<file path="src/rtl/hexmul_pkg.sv">
package hexmul_pkg;
    localparam int DIGIT_BITS = 4;

    typedef enum logic [1:0] {
        ST_IDLE = 2'd0,
        ST_RUN  = 2'd1,
        ST_FIN  = 2'd2
    } hexmul_state_e;
endpackage

</file>
<file path="src/rtl/hexmul_digit_mult.sv">
module hexmul_digit_mult #(
    parameter int ACC_W = 16
) (
    input  logic [ACC_W-1:0] mcand,
    input  logic [3:0]       digit,
    output logic [ACC_W-1:0] multiple
);
    // Sixteen shift-and-add recipes. Each result fits in ACC_W, so
    // subtraction in modulo arithmetic gives the exact value.
    always_comb begin
        unique case (digit)
            4'd0:  multiple = '0;
            4'd1:  multiple = mcand;
            4'd2:  multiple = mcand << 1;
            4'd3:  multiple = (mcand << 1) + mcand;
            4'd4:  multiple = mcand << 2;
            4'd5:  multiple = (mcand << 2) + mcand;
            4'd6:  multiple = (mcand << 2) + (mcand << 1);
            4'd7:  multiple = (mcand << 3) - mcand;
            4'd8:  multiple = mcand << 3;
            4'd9:  multiple = (mcand << 3) + mcand;
            4'd10: multiple = (mcand << 3) + (mcand << 1);
            4'd11: multiple = (mcand << 3) + (mcand << 1) + mcand;
            4'd12: multiple = (mcand << 3) + (mcand << 2);
            4'd13: multiple = (mcand << 3) + (mcand << 2) + mcand;
            4'd14: multiple = (mcand << 4) - (mcand << 1);
            4'd15: multiple = (mcand << 4) - mcand;
            default: multiple = '0;
        endcase
    end
endmodule

</file>
<file path="src/rtl/hexmul_ctrl.sv">
module hexmul_ctrl
    import hexmul_pkg::*;
#(
    parameter int DIGITS = 4
) (
    input  logic clk,
    input  logic rst_n,
    input  logic start,
    output logic load,
    output logic step,
    output logic busy,
    output logic done
);
    localparam int CNT_W = (DIGITS > 1) ? $clog2(DIGITS) : 1;
    localparam logic [CNT_W-1:0] LAST = CNT_W'(DIGITS - 1);

    hexmul_state_e state_q, state_d;
    logic [CNT_W-1:0] step_cnt;

    // State register
    always_ff @(posedge clk or negedge rst_n) begin
        if (!rst_n) begin
            state_q <= ST_IDLE;
        end else begin
            state_q <= state_d;
        end
    end

    // Next state
    always_comb begin
        state_d = state_q;
        unique case (state_q)
            ST_IDLE: if (start) state_d = ST_RUN;
            ST_RUN:  if (step_cnt == LAST) state_d = ST_FIN;
            ST_FIN:  state_d = start ? ST_RUN : ST_IDLE;
            default: state_d = ST_IDLE;
        endcase
    end

    // Step counter
    always_ff @(posedge clk or negedge rst_n) begin
        if (!rst_n) begin
            step_cnt <= '0;
        end else if (load) begin
            step_cnt <= '0;
        end else if (step) begin
            step_cnt <= step_cnt + 1'b1;
        end
    end

    // Outputs
    always_comb begin
        load = 1'b0;
        step = 1'b0;
        busy = 1'b0;
        done = 1'b0;
        unique case (state_q)
            ST_IDLE: load = start;
            ST_RUN: begin
                step = 1'b1;
                busy = 1'b1;
            end
            ST_FIN: begin
                done = 1'b1;
                load = start;
            end
            default: ;
        endcase
    end

    assert_start_ignored_R7: assert property (@(posedge clk) disable iff (!rst_n)
        busy |-> !load);
    assert_done_pulse_R4: assert property (@(posedge clk) disable iff (!rst_n)
        done |=> !done);
    assert_done_follows_run_R4: assert property (@(posedge clk) disable iff (!rst_n)
        $fell(busy) |-> done);
endmodule

</file>
<file path="src/rtl/hexmul_datapath.sv">
module hexmul_datapath #(
    parameter int WIDTH = 16
) (
    input  logic               clk,
    input  logic               rst_n,
    input  logic               load,
    input  logic               step,
    input  logic [WIDTH-1:0]   op_a,
    input  logic [WIDTH-1:0]   op_b,
    output logic [2*WIDTH-1:0] product
);
    localparam int ACC_W = 2 * WIDTH;

    logic [ACC_W-1:0] mcand_sh;
    logic [WIDTH-1:0] mplier_sh;
    logic [ACC_W-1:0] acc;
    logic [ACC_W-1:0] multiple;

    hexmul_digit_mult #(.ACC_W(ACC_W)) u_digit (
        .mcand    (mcand_sh),
        .digit    (mplier_sh[3:0]),
        .multiple (multiple)
    );

    always_ff @(posedge clk or negedge rst_n) begin
        if (!rst_n) begin
            mcand_sh  <= '0;
            mplier_sh <= '0;
            acc       <= '0;
        end else if (load) begin
            mcand_sh  <= {{WIDTH{1'b0}}, op_a};
            mplier_sh <= op_b;
            acc       <= '0;
        end else if (step) begin
            acc       <= acc + multiple;
            mcand_sh  <= mcand_sh << 4;
            mplier_sh <= mplier_sh >> 4;
        end
    end

    assign product = acc;

    assert_digit_multiple_R6: assert property (@(posedge clk) disable iff (!rst_n)
        step |-> (multiple == ACC_W'(mcand_sh * {{(ACC_W-4){1'b0}}, mplier_sh[3:0]})));
    assert_product_hold_R8: assert property (@(posedge clk) disable iff (!rst_n)
        (!load && !step) |=> $stable(product));
endmodule

</file>
<file path="src/rtl/hexmul_radix16.sv">
module hexmul_radix16 #(
    parameter int WIDTH = 16
) (
    input  logic               clk,
    input  logic               rst_n,
    input  logic               start,
    input  logic [WIDTH-1:0]   op_a,
    input  logic [WIDTH-1:0]   op_b,
    output logic               busy,
    output logic               done,
    output logic [2*WIDTH-1:0] product
);
    localparam int DIGITS = WIDTH / 4;
    localparam int RUN_W  = $clog2(DIGITS + 1) + 1;

    if ((WIDTH % 4) != 0 || WIDTH < 4) begin : g_bad_width
        $error("WIDTH must be a positive multiple of 4");
    end

    logic load, step;

    hexmul_ctrl #(.DIGITS(DIGITS)) u_ctrl (
        .clk   (clk),
        .rst_n (rst_n),
        .start (start),
        .load  (load),
        .step  (step),
        .busy  (busy),
        .done  (done)
    );

    hexmul_datapath #(.WIDTH(WIDTH)) u_dp (
        .clk     (clk),
        .rst_n   (rst_n),
        .load    (load),
        .step    (step),
        .op_a    (op_a),
        .op_b    (op_b),
        .product (product)
    );

    // Run-length monitor for the fixed step count
    logic [RUN_W-1:0] run_len;
    always_ff @(posedge clk or negedge rst_n) begin
        if (!rst_n) begin
            run_len <= '0;
        end else if (busy) begin
            run_len <= run_len + 1'b1;
        end else begin
            run_len <= '0;
        end
    end

    assert_run_length_R3: assert property (@(posedge clk) disable iff (!rst_n)
        $fell(busy) |-> (run_len == RUN_W'(DIGITS)));
    assert_busy_after_start_R2: assert property (@(posedge clk) disable iff (!rst_n)
        (start && !busy) |=> busy);
    assert_idle_stable_R8: assert property (@(posedge clk) disable iff (!rst_n)
        (!busy && !start) |=> $stable(product));
endmodule

</file>
<file path="config.mk">
export PLATFORM = sky130hd
export DESIGN_NAME = hexmul_radix16
export DESIGN_NICKNAME = d
export VERILOG_FILES = /design/src/rtl/hexmul_pkg.sv /design/src/rtl/hexmul_digit_mult.sv /design/src/rtl/hexmul_ctrl.sv /design/src/rtl/hexmul_datapath.sv /design/src/rtl/hexmul_radix16.sv
export SDC_FILE = /design/constraint.sdc
export NUM_CORES = 1
export LEC_CHECK = 0
export BUFFER_PORTS_ARGS = -buffer_cell sky130_fd_sc_hd__buf_4
export CAP_MARGIN = 20
export CORE_ASPECT_RATIO = 1.1
export CORE_MARGIN = 1.5
export CORE_UTILIZATION = 55
export DETAILED_ROUTE_END_ITERATION = 8
export HOLD_SLACK_MARGIN = 0.15
export PLACE_DENSITY = 0.75
export SYNTH_ARGS = -nofsm -noshare
export SYNTH_HDL_FRONTEND = slang
export SYNTH_SLANG_ARGS = --single-unit
</file>
<file path="constraint.sdc">
create_clock -name clk -period 7.3 [get_ports clk]
set_clock_uncertainty 0.05 [all_clocks]
set_input_delay 0.73 -clock clk [delete_from_list [all_inputs] [get_ports clk]]
set_output_delay 0.73 -clock clk [all_outputs]
set_load 0.05 [all_outputs]
</file>
==> results of run 1 <==
[worst max-delay path by stage]
stage,start,to,slack (ps),cells past startpoint
final,u_dp.mcand_sh[3],u_dp.product[31],90,34
after global routing,u_dp.mcand_sh[0],u_dp.product[31],-130,34
after CTS,u_dp.mcand_sh[3],u_dp.product[31],2,34
after detailed placement,u_dp.mcand_sh[3],u_dp.product[31],-220,31
after global placement,u_dp.mcand_sh[1],u_dp.product[31],40,33
after floorplan,u_dp.mcand_sh[1],u_dp.product[31],450,33
[placed cells by master (no fill, tap or decap), types with 26 or more instances in the layout]
cell type and instances:
sky130_fd_sc_hd__a22oi_1 52, sky130_fd_sc_hd__nand3_1 39, sky130_fd_sc_hd__ha_1 225, sky130_fd_sc_hd__inv_1 98, sky130_fd_sc_hd__a221oi_1 31, sky130_fd_sc_hd__dfrtp_1 82, sky130_fd_sc_hd__o21ai_0 237, sky130_fd_sc_hd__nor3_1 45
sky130_fd_sc_hd__nor2b_1 27, sky130_fd_sc_hd__o21a_1 26, sky130_fd_sc_hd__xnor2_1 128, sky130_fd_sc_hd__xor2_1 72, sky130_fd_sc_hd__o211ai_1 32, sky130_fd_sc_hd__a21o_1 84, sky130_fd_sc_hd__buf_4 251, sky130_fd_sc_hd__nand2b_1 41
sky130_fd_sc_hd__a21oi_1 212, sky130_fd_sc_hd__nor2_1 139, sky130_fd_sc_hd__o21bai_1 35, sky130_fd_sc_hd__nand2_1 256
[metrics by stage]
stage	utilization	setup slack [ps]	cell area (um^2)	TNS (ps)
floorplan	-	448	17700	0
global placement	0.618	44.6	19500	0
detailed placement	0.618	-224	19500	-301
CTS	0.630	2.43	19900	0
global route	0.647	-127	20400	-238
finish	0.647	87.7	20400	0
[per-layer routing]
layer | GRT usage | part of all wire
met5 | 0 | 0.00018
met4 | 0.135 | 0.033
met3 | 0.0897 | 0.12
met2 | 0.638 | 0.43
met1 | 0.566 | 0.42
[Yosys cell counts, drive strengths merged, types with 12 or more instances]
cell,instances,share of area
nand3,41,0.012
or3,17,0.0060
nand2b,41,0.014
nor2b,28,0.0099
o21ai,259,0.073
o221ai,16,0.0079
o31ai,12,0.0054
xor2,74,0.037
nor3,53,0.015
o21bai,37,0.016
a2111oi,15,0.0085
a22oi,52,0.022
a31oi,28,0.0099
o211ai,33,0.014
ha,232,0.16
a21o,85,0.036
a211oi,30,0.013
o22ai,21,0.0074
a221o,17,0.0096
clkbuf,137,0.029
nand2,256,0.054
a22o,22,0.011
or2,16,0.0056
a21oi,228,0.065
nor2,147,0.031
a221oi,33,0.017
nand4,23,0.0081
and3,15,0.0053
inv,99,0.021
xnor2,130,0.064
mux2,12,0.0076
and2,16,0.0056
dfrtp,84,0.12
o21a,26,0.011
[state kept, by name, summed over array words and instances, names as in the netlist]
signal,flops
u_ctrl.step_cnt,2
u_ctrl.state_q,2
u_dp.mcand_sh,32
u_dp.product,32
u_dp.mplier_sh,16
[tightest hold or removal path, cell delays in order, from the launching register on]
cell and delay, ps:
sky130_fd_sc_hd__dfrtp_1 350, sky130_fd_sc_hd__nand2_1 50, sky130_fd_sc_hd__nand2_1 60
[logic make-up after synthesis]
kind of cell	share of synthesized area
compound gates	0.362
xor+xnor	0.101
fa+ha+maj	0.169
buf+inv	0.0518
flops	0.119
mux	0.0127
simple gates	0.185
[final cells by class]
| cell class | count | area, um^2 | area share |
|---|---|---|---|
| timing repair buffer | 255 | 1950 | 0.0956 |
| inverter | 99 | 372 | 0.0182 |
| clock inverter | 6 | 75.1 | 0.00367 |
| tap | 420 | 526 | 0.0257 |
| multi-input combinational | 2138 | 15200 | 0.742 |
| clock buffer | 10 | 239 | 0.0117 |
| sequential | 84 | 2100 | 0.103 |
[what timing repair did]
action / CTS / global route
pin swaps: 4 / 61
buffers inserted: 0 / 19
setup endpoints to repair: 5 / 10
hold buffers: 1 / 0
resized for setup: 13 / 88
hold endpoints to repair: 5 / 0
==> summary by stage, run 1 <==
Run status
The run finished with clean final reports.

Logic synthesis
After technology mapping, the gate count stands at 2,464. The number of enable-type register cells in the synthesized netlist is 0. The number of warnings issued by yosys is 0. For this run, the leading register cell type out of synthesis is sky130_fd_sc_hd__dfrtp_1.

The count of cell types in the netlist is 84. The sequential share of the synthesized area is 0.119. The netlist area before placement is 17,700 um^2. The post-synthesis async set-or-reset flop share is 1.00. When the netlist entered floorplanning its net count stood at 2,736.

The post-synthesis average cell area is 7.19 um^2. The flip-flop and latch count after synthesis is 84.

Final layout
The number of fill cells is 2,820. The area overhead of the layout relative to synthesis is 15.3%. Once layout is complete, the cells apart from fillers number 3,012.

The fraction of final layout cells with drive strength greater than 1 is 0.153. The antenna diode count is 0. In the final design database the tool counted 2,859 nets.

Drt
The routed layout has 20,500 vias. The post-detailed-route via-to-cell ratio is 6.81. The wire length after detailed routing is 70,500 um. The routed length per placed instance is 23.4 um.

The number of design rule violations left after detail routing is 0. The number of nets still failing antenna checks after routing is 0. The initial detailed-routing violation count is 2,420.

The first-pass iteration count of the detailed router is 6.

Clocking
The number of buffers created by CTS is 9. CTS placed an instance of sky130_fd_sc_hd__clkbuf_16 at the clock tree root. The maximum clock path buffer count is 2. The post-CTS clock slew at the launch and capture registers of the worst setup and hold paths is 80 ps. The worst-skew pair later-pin latency is 370 ps. Counting every sink on the clock net gives 84.

TritonCTS built the clock tree. The clock tree synthesis step divided the H-tree into 3 levels.

STA
Setup repair after global routing could not meet its margin everywhere. At the pin with the least slew margin, the transition time is 1080 ps. Derived from the worst setup path, the maximum achievable clock frequency is 139 MHz. The count of final max-slew check failures was 0. The final number of hold-violating endpoints is 0. Hold is met by 440 ps. Setup violations remaining at the end of the flow were counted as 0. Subtracting the final worst setup slack from the clock period gives 7210 ps.

Of the available clock period, the critical path in the final layout requires 0.988. The relative slew slack is 0.279.

Global routing
The overall fraction of global-route tracks in use is 0.412. The via count of the first global-routing pass is 19,000. Summed over all layers, the global routing overflow is 0. The initial antenna violation count is 2. The maximum number of pins on one net before global-route repair is 72. The wire length of the first global-routing pass is 107,000 um.

Worst setup path
The critical path class is flip-flop to flip-flop. The worst setup path is captured at a flip-flop. The path depth of the worst reg2reg path is 34. The worst reg2reg path endpoint is u_dp.product[31]. Together, buffers and inverters on the worst path number 1. The startpoint of the worst register-to-register path is u_dp.mcand_sh[3]. Of all nets on the critical path, the largest fanout is 3. The cell with the most instances on the worst path is sky130_fd_sc_hd__a21o_1. For this run, the slowest stage of the critical path takes 460 ps. The required time of the critical path is 7550 ps.

The largest individual stage delay along the critical path comes from the cell sky130_fd_sc_hd__dfrtp_2. Across all register-to-register paths, the minimum setup slack is 90 ps. The cell family contributing the most delay on the critical path is compound AO/OA/AOI/OAI gates. The startpoint class of the critical path is a flip-flop. The critical path data arrival time is 7460 ps.

Die
The floorplan step set the die height to 191 um. The die covers 33,300 um^2. The effective utilization at floorplan is 0.562. The die is 174 um wide. The row count is 68. The standard cell core area is 31,600 um^2. The total I/O pin count is 69.

Min path
The worst min-delay path class is flip-flop to flip-flop. The end point of the worst hold path is u_dp.mplier_sh[6]. The worst hold path passes through 2 cells. In this run the most critical hold path is launched from u_dp.mplier_sh[6].

Job
The reported max-cap violation count is 0.

Place
The half-perimeter wire length of the detailed placement result is 53,500 um. The quantity of I/O buffers inserted on ports is 68. The congestion estimate from routability-driven global placement came to 1.03.

The placed cell count is 2,974.
Power of run 1 is not shown: default switching activity piles up to over one toggle a cycle in this logic, so the estimate is an artifact.
==> run 2, diff against run 1 <==
Settings changed: CTS_BUF_LIST set to sky130_fd_sc_hd__clkbuf_16, HOLD_SLACK_MARGIN 0.15 to not set.
==> run 2 against run 1 <==
Compared with the run above: setup slack worse by 41 ps; critical path depth did not move; register-to-register slack got worse by 40 ps; utilization up 0.42 points; largest cell class unchanged; maximum frequency fell by 0.57%.
==> summary by stage, run 2 (synthesis results as in run 1) <==
Run status
Result of the run: completed (unchanged).

STA
The post-route fraction of the period consumed by the critical path is 0.994 (was 0.988). The shortest clock period the worst path allows after layout is 7250 ps (was 7210 ps). The count of final max-slew check failures is 0 (unchanged). The final setup violation count is 0 (unchanged).

The maximum clock frequency came to 138 MHz (was 139 MHz). The measured slew at the worst slew-check pin is 1080 ps (about the same). The final number of hold-violating endpoints is 0 (unchanged).

The relative slew slack is 0.278 (was 0.279). The worst hold slack is 141 ps (was 440 ps). The setup slack after layout came to 46.3 ps (was 87.7 ps).

Global routing
The wire length of the first global-routing pass is 107,000 um (about the same). The initial antenna violation count is 2 (unchanged). The global route total overflow was 0 (unchanged). The overall fraction of global-route tracks in use was 0.412 (about the same).

The maximum number of pins on one net before global-route repair was 72 (unchanged). The via count of the first global-routing pass is 19,000 (about the same).

Worst setup path
The startpoint of the worst register-to-register path is u_dp.mcand_sh[1] (was u_dp.mcand_sh[3]). The endpoint kind of the worst setup timing path is a flip-flop (unchanged). The standard cell with the maximum stage delay on the critical path was sky130_fd_sc_hd__dfrtp_2 (unchanged).

The path depth of the worst reg2reg path is 34 (unchanged). The critical path data arrival time is 7510 ps (was 7460 ps). The reg-to-reg setup timing slack came to 50 ps (was 90 ps).

The family of cells with the greatest summed delay on the critical path is compound AO/OA/AOI/OAI gates (unchanged). The number of buffer and inverter stages on the critical path is 1 (unchanged). The maximum fanout count along the critical path was 4 (was 3). The launch point of the critical path was u_dp.mcand_sh[1] (was u_dp.mcand_sh[3]). The worst reg2reg path endpoint is u_dp.product[31] (unchanged). The critical path class is flip-flop to flip-flop (unchanged).

The maximum single-stage delay on the critical path came to 450 ps (was 460 ps). The cell with the most instances on the worst path is sky130_fd_sc_hd__a21o_1 (unchanged). The startpoint class of the critical path is a flip-flop (unchanged).

The required time of the critical path came to 7550 ps (about the same).

Clocking
The worst-skew pair later-pin latency came to 370 ps (about the same). The CTS H-tree depth is 3 (unchanged). The post-CTS clock slew at the launch and capture registers of the worst setup and hold paths is 80 ps (about the same). The maximum clock path buffer count was 2 (unchanged).

The clock sink total was 84 (unchanged). The CTS tree is built (unchanged). The root cell of the clock tree is sky130_fd_sc_hd__clkbuf_16 (unchanged).

The number of buffers created by CTS is 9 (unchanged).

Place
The quantity of I/O buffers inserted on ports came to 68 (unchanged). The total cell area at the placement stage came to 19,500 um^2 (unchanged). The half-perimeter wire length of the detailed placement result came to 53,500 um (unchanged). The setup slack at placement came to -224 ps (unchanged).

The placer's final routability congestion estimate was 1.03 (unchanged).

Min path
The worst min-delay path class is primary input to async pin (was flip-flop to flip-flop).

Die
The overall die area is 33,300 um^2 (unchanged). The total I/O pin count is 69 (unchanged). The row count came to 68 (unchanged). The height of the chip came to 191 um (unchanged). The standard cell core area is 31,600 um^2 (unchanged). The die boundary width came to 174 um (unchanged). The effective utilization at floorplan is 0.562 (unchanged).

Final layout
The antenna diode count is 0 (unchanged). The post-layout instance area is 20,600 um^2 (was 20,400 um^2). The most common cell after layout, fill and taps aside is sky130_fd_sc_hd__buf_4 (was sky130_fd_sc_hd__nand2_1). The fraction of final layout cells with drive strength greater than 1 is 0.159 (was 0.153). Most used cells in the layout excluding fill and tap cells: 263 x sky130_fd_sc_hd__buf_4, 255 x sky130_fd_sc_hd__nand2_1, 229 x sky130_fd_sc_hd__o21ai_0 (was 256 x sky130_fd_sc_hd__nand2_1, 251 x sky130_fd_sc_hd__buf_4, 237 x sky130_fd_sc_hd__o21ai_0). The post-layout utilization of the core came to 0.652 (was 0.647).

The number of fill cells is 2,796 (was 2,820). The area overhead of the layout relative to synthesis came to 16.0% (was 15.3%). The net count of the finished layout came to 2,870 (was 2,859).

Drt
The number of nets still failing antenna checks after routing was 0 (unchanged). The wire length after detailed routing is 70,700 um (was 70,500 um). The initial detailed-routing violation count is 2,414 (was 2,420).

The first-pass iteration count of the detailed router is 6 (unchanged). The routed length per placed instance is 23.4 um (about the same). The post-detailed-route via-to-cell ratio is 6.78 (was 6.81). The total via count in the routed design was 20,500 (about the same). The number of design rule violations left after detail routing is 0 (unchanged).

Job
The reported max-cap violation count is 0 (unchanged).
## run 2: cell types whose count changed in the layout (fill, tap and decap cells not counted), sizes merged
| cell | previous run | this run |
|---|---|---|
| clkinv | 1 | 2 |
| dlygate4sd3 | 1 | 0 |
| buf | 254 | 265 |
## run 2: per-layer routing
layer	GRT usage	vias to the layer above	routed length, um
li1	-	9425	-
met1	0.565	9715	29700
met2	0.638	1186	30400
met3	0.0895	155	8410
met4	0.135	4	2230
met5	0	-	23
## run 2: final cells by class
cell class                 instances  area (um^2)  share of cell area
multi-input combinational       2138        15200               0.741
sequential                        84         2100               0.102
timing repair buffer             266         2030              0.0986
tap                              420          526              0.0256
inverter                          99          372              0.0181
clock buffer                       9          225              0.0110
clock inverter                     7         78.8             0.00383
## run 2: timing repair
item                                    4_1_cts  5_1_grt
buffers inserted                              0       31
hold endpoints to repair                      0        0
pin swaps                                     0       70
hold buffers                                  0        0
endpoints found under the setup margin        5       10
resized for setup                            10      108
## run 2: how the worst max path moves through the flow
stage	to	slack, ps	cells after the start
final	u_dp.product[31]	50	34
after global routing	u_dp.product[31]	-260	32
after CTS	u_dp.product[31]	-10	33
after detailed placement	u_dp.product[31]	-220	31
after global placement	u_dp.product[31]	40	33
after floorplan	u_dp.product[31]	450	33
## run 2: through the flow
stage / TNS, ps / cells
floorplan: 0 / 2464
global placement: 0 / 2974
detailed placement: -301 / 2974
CTS: -10.3 / 2990
global route: -402 / 3023
finish: 0 / 3023
Power of run 2 is left out for the same reason.
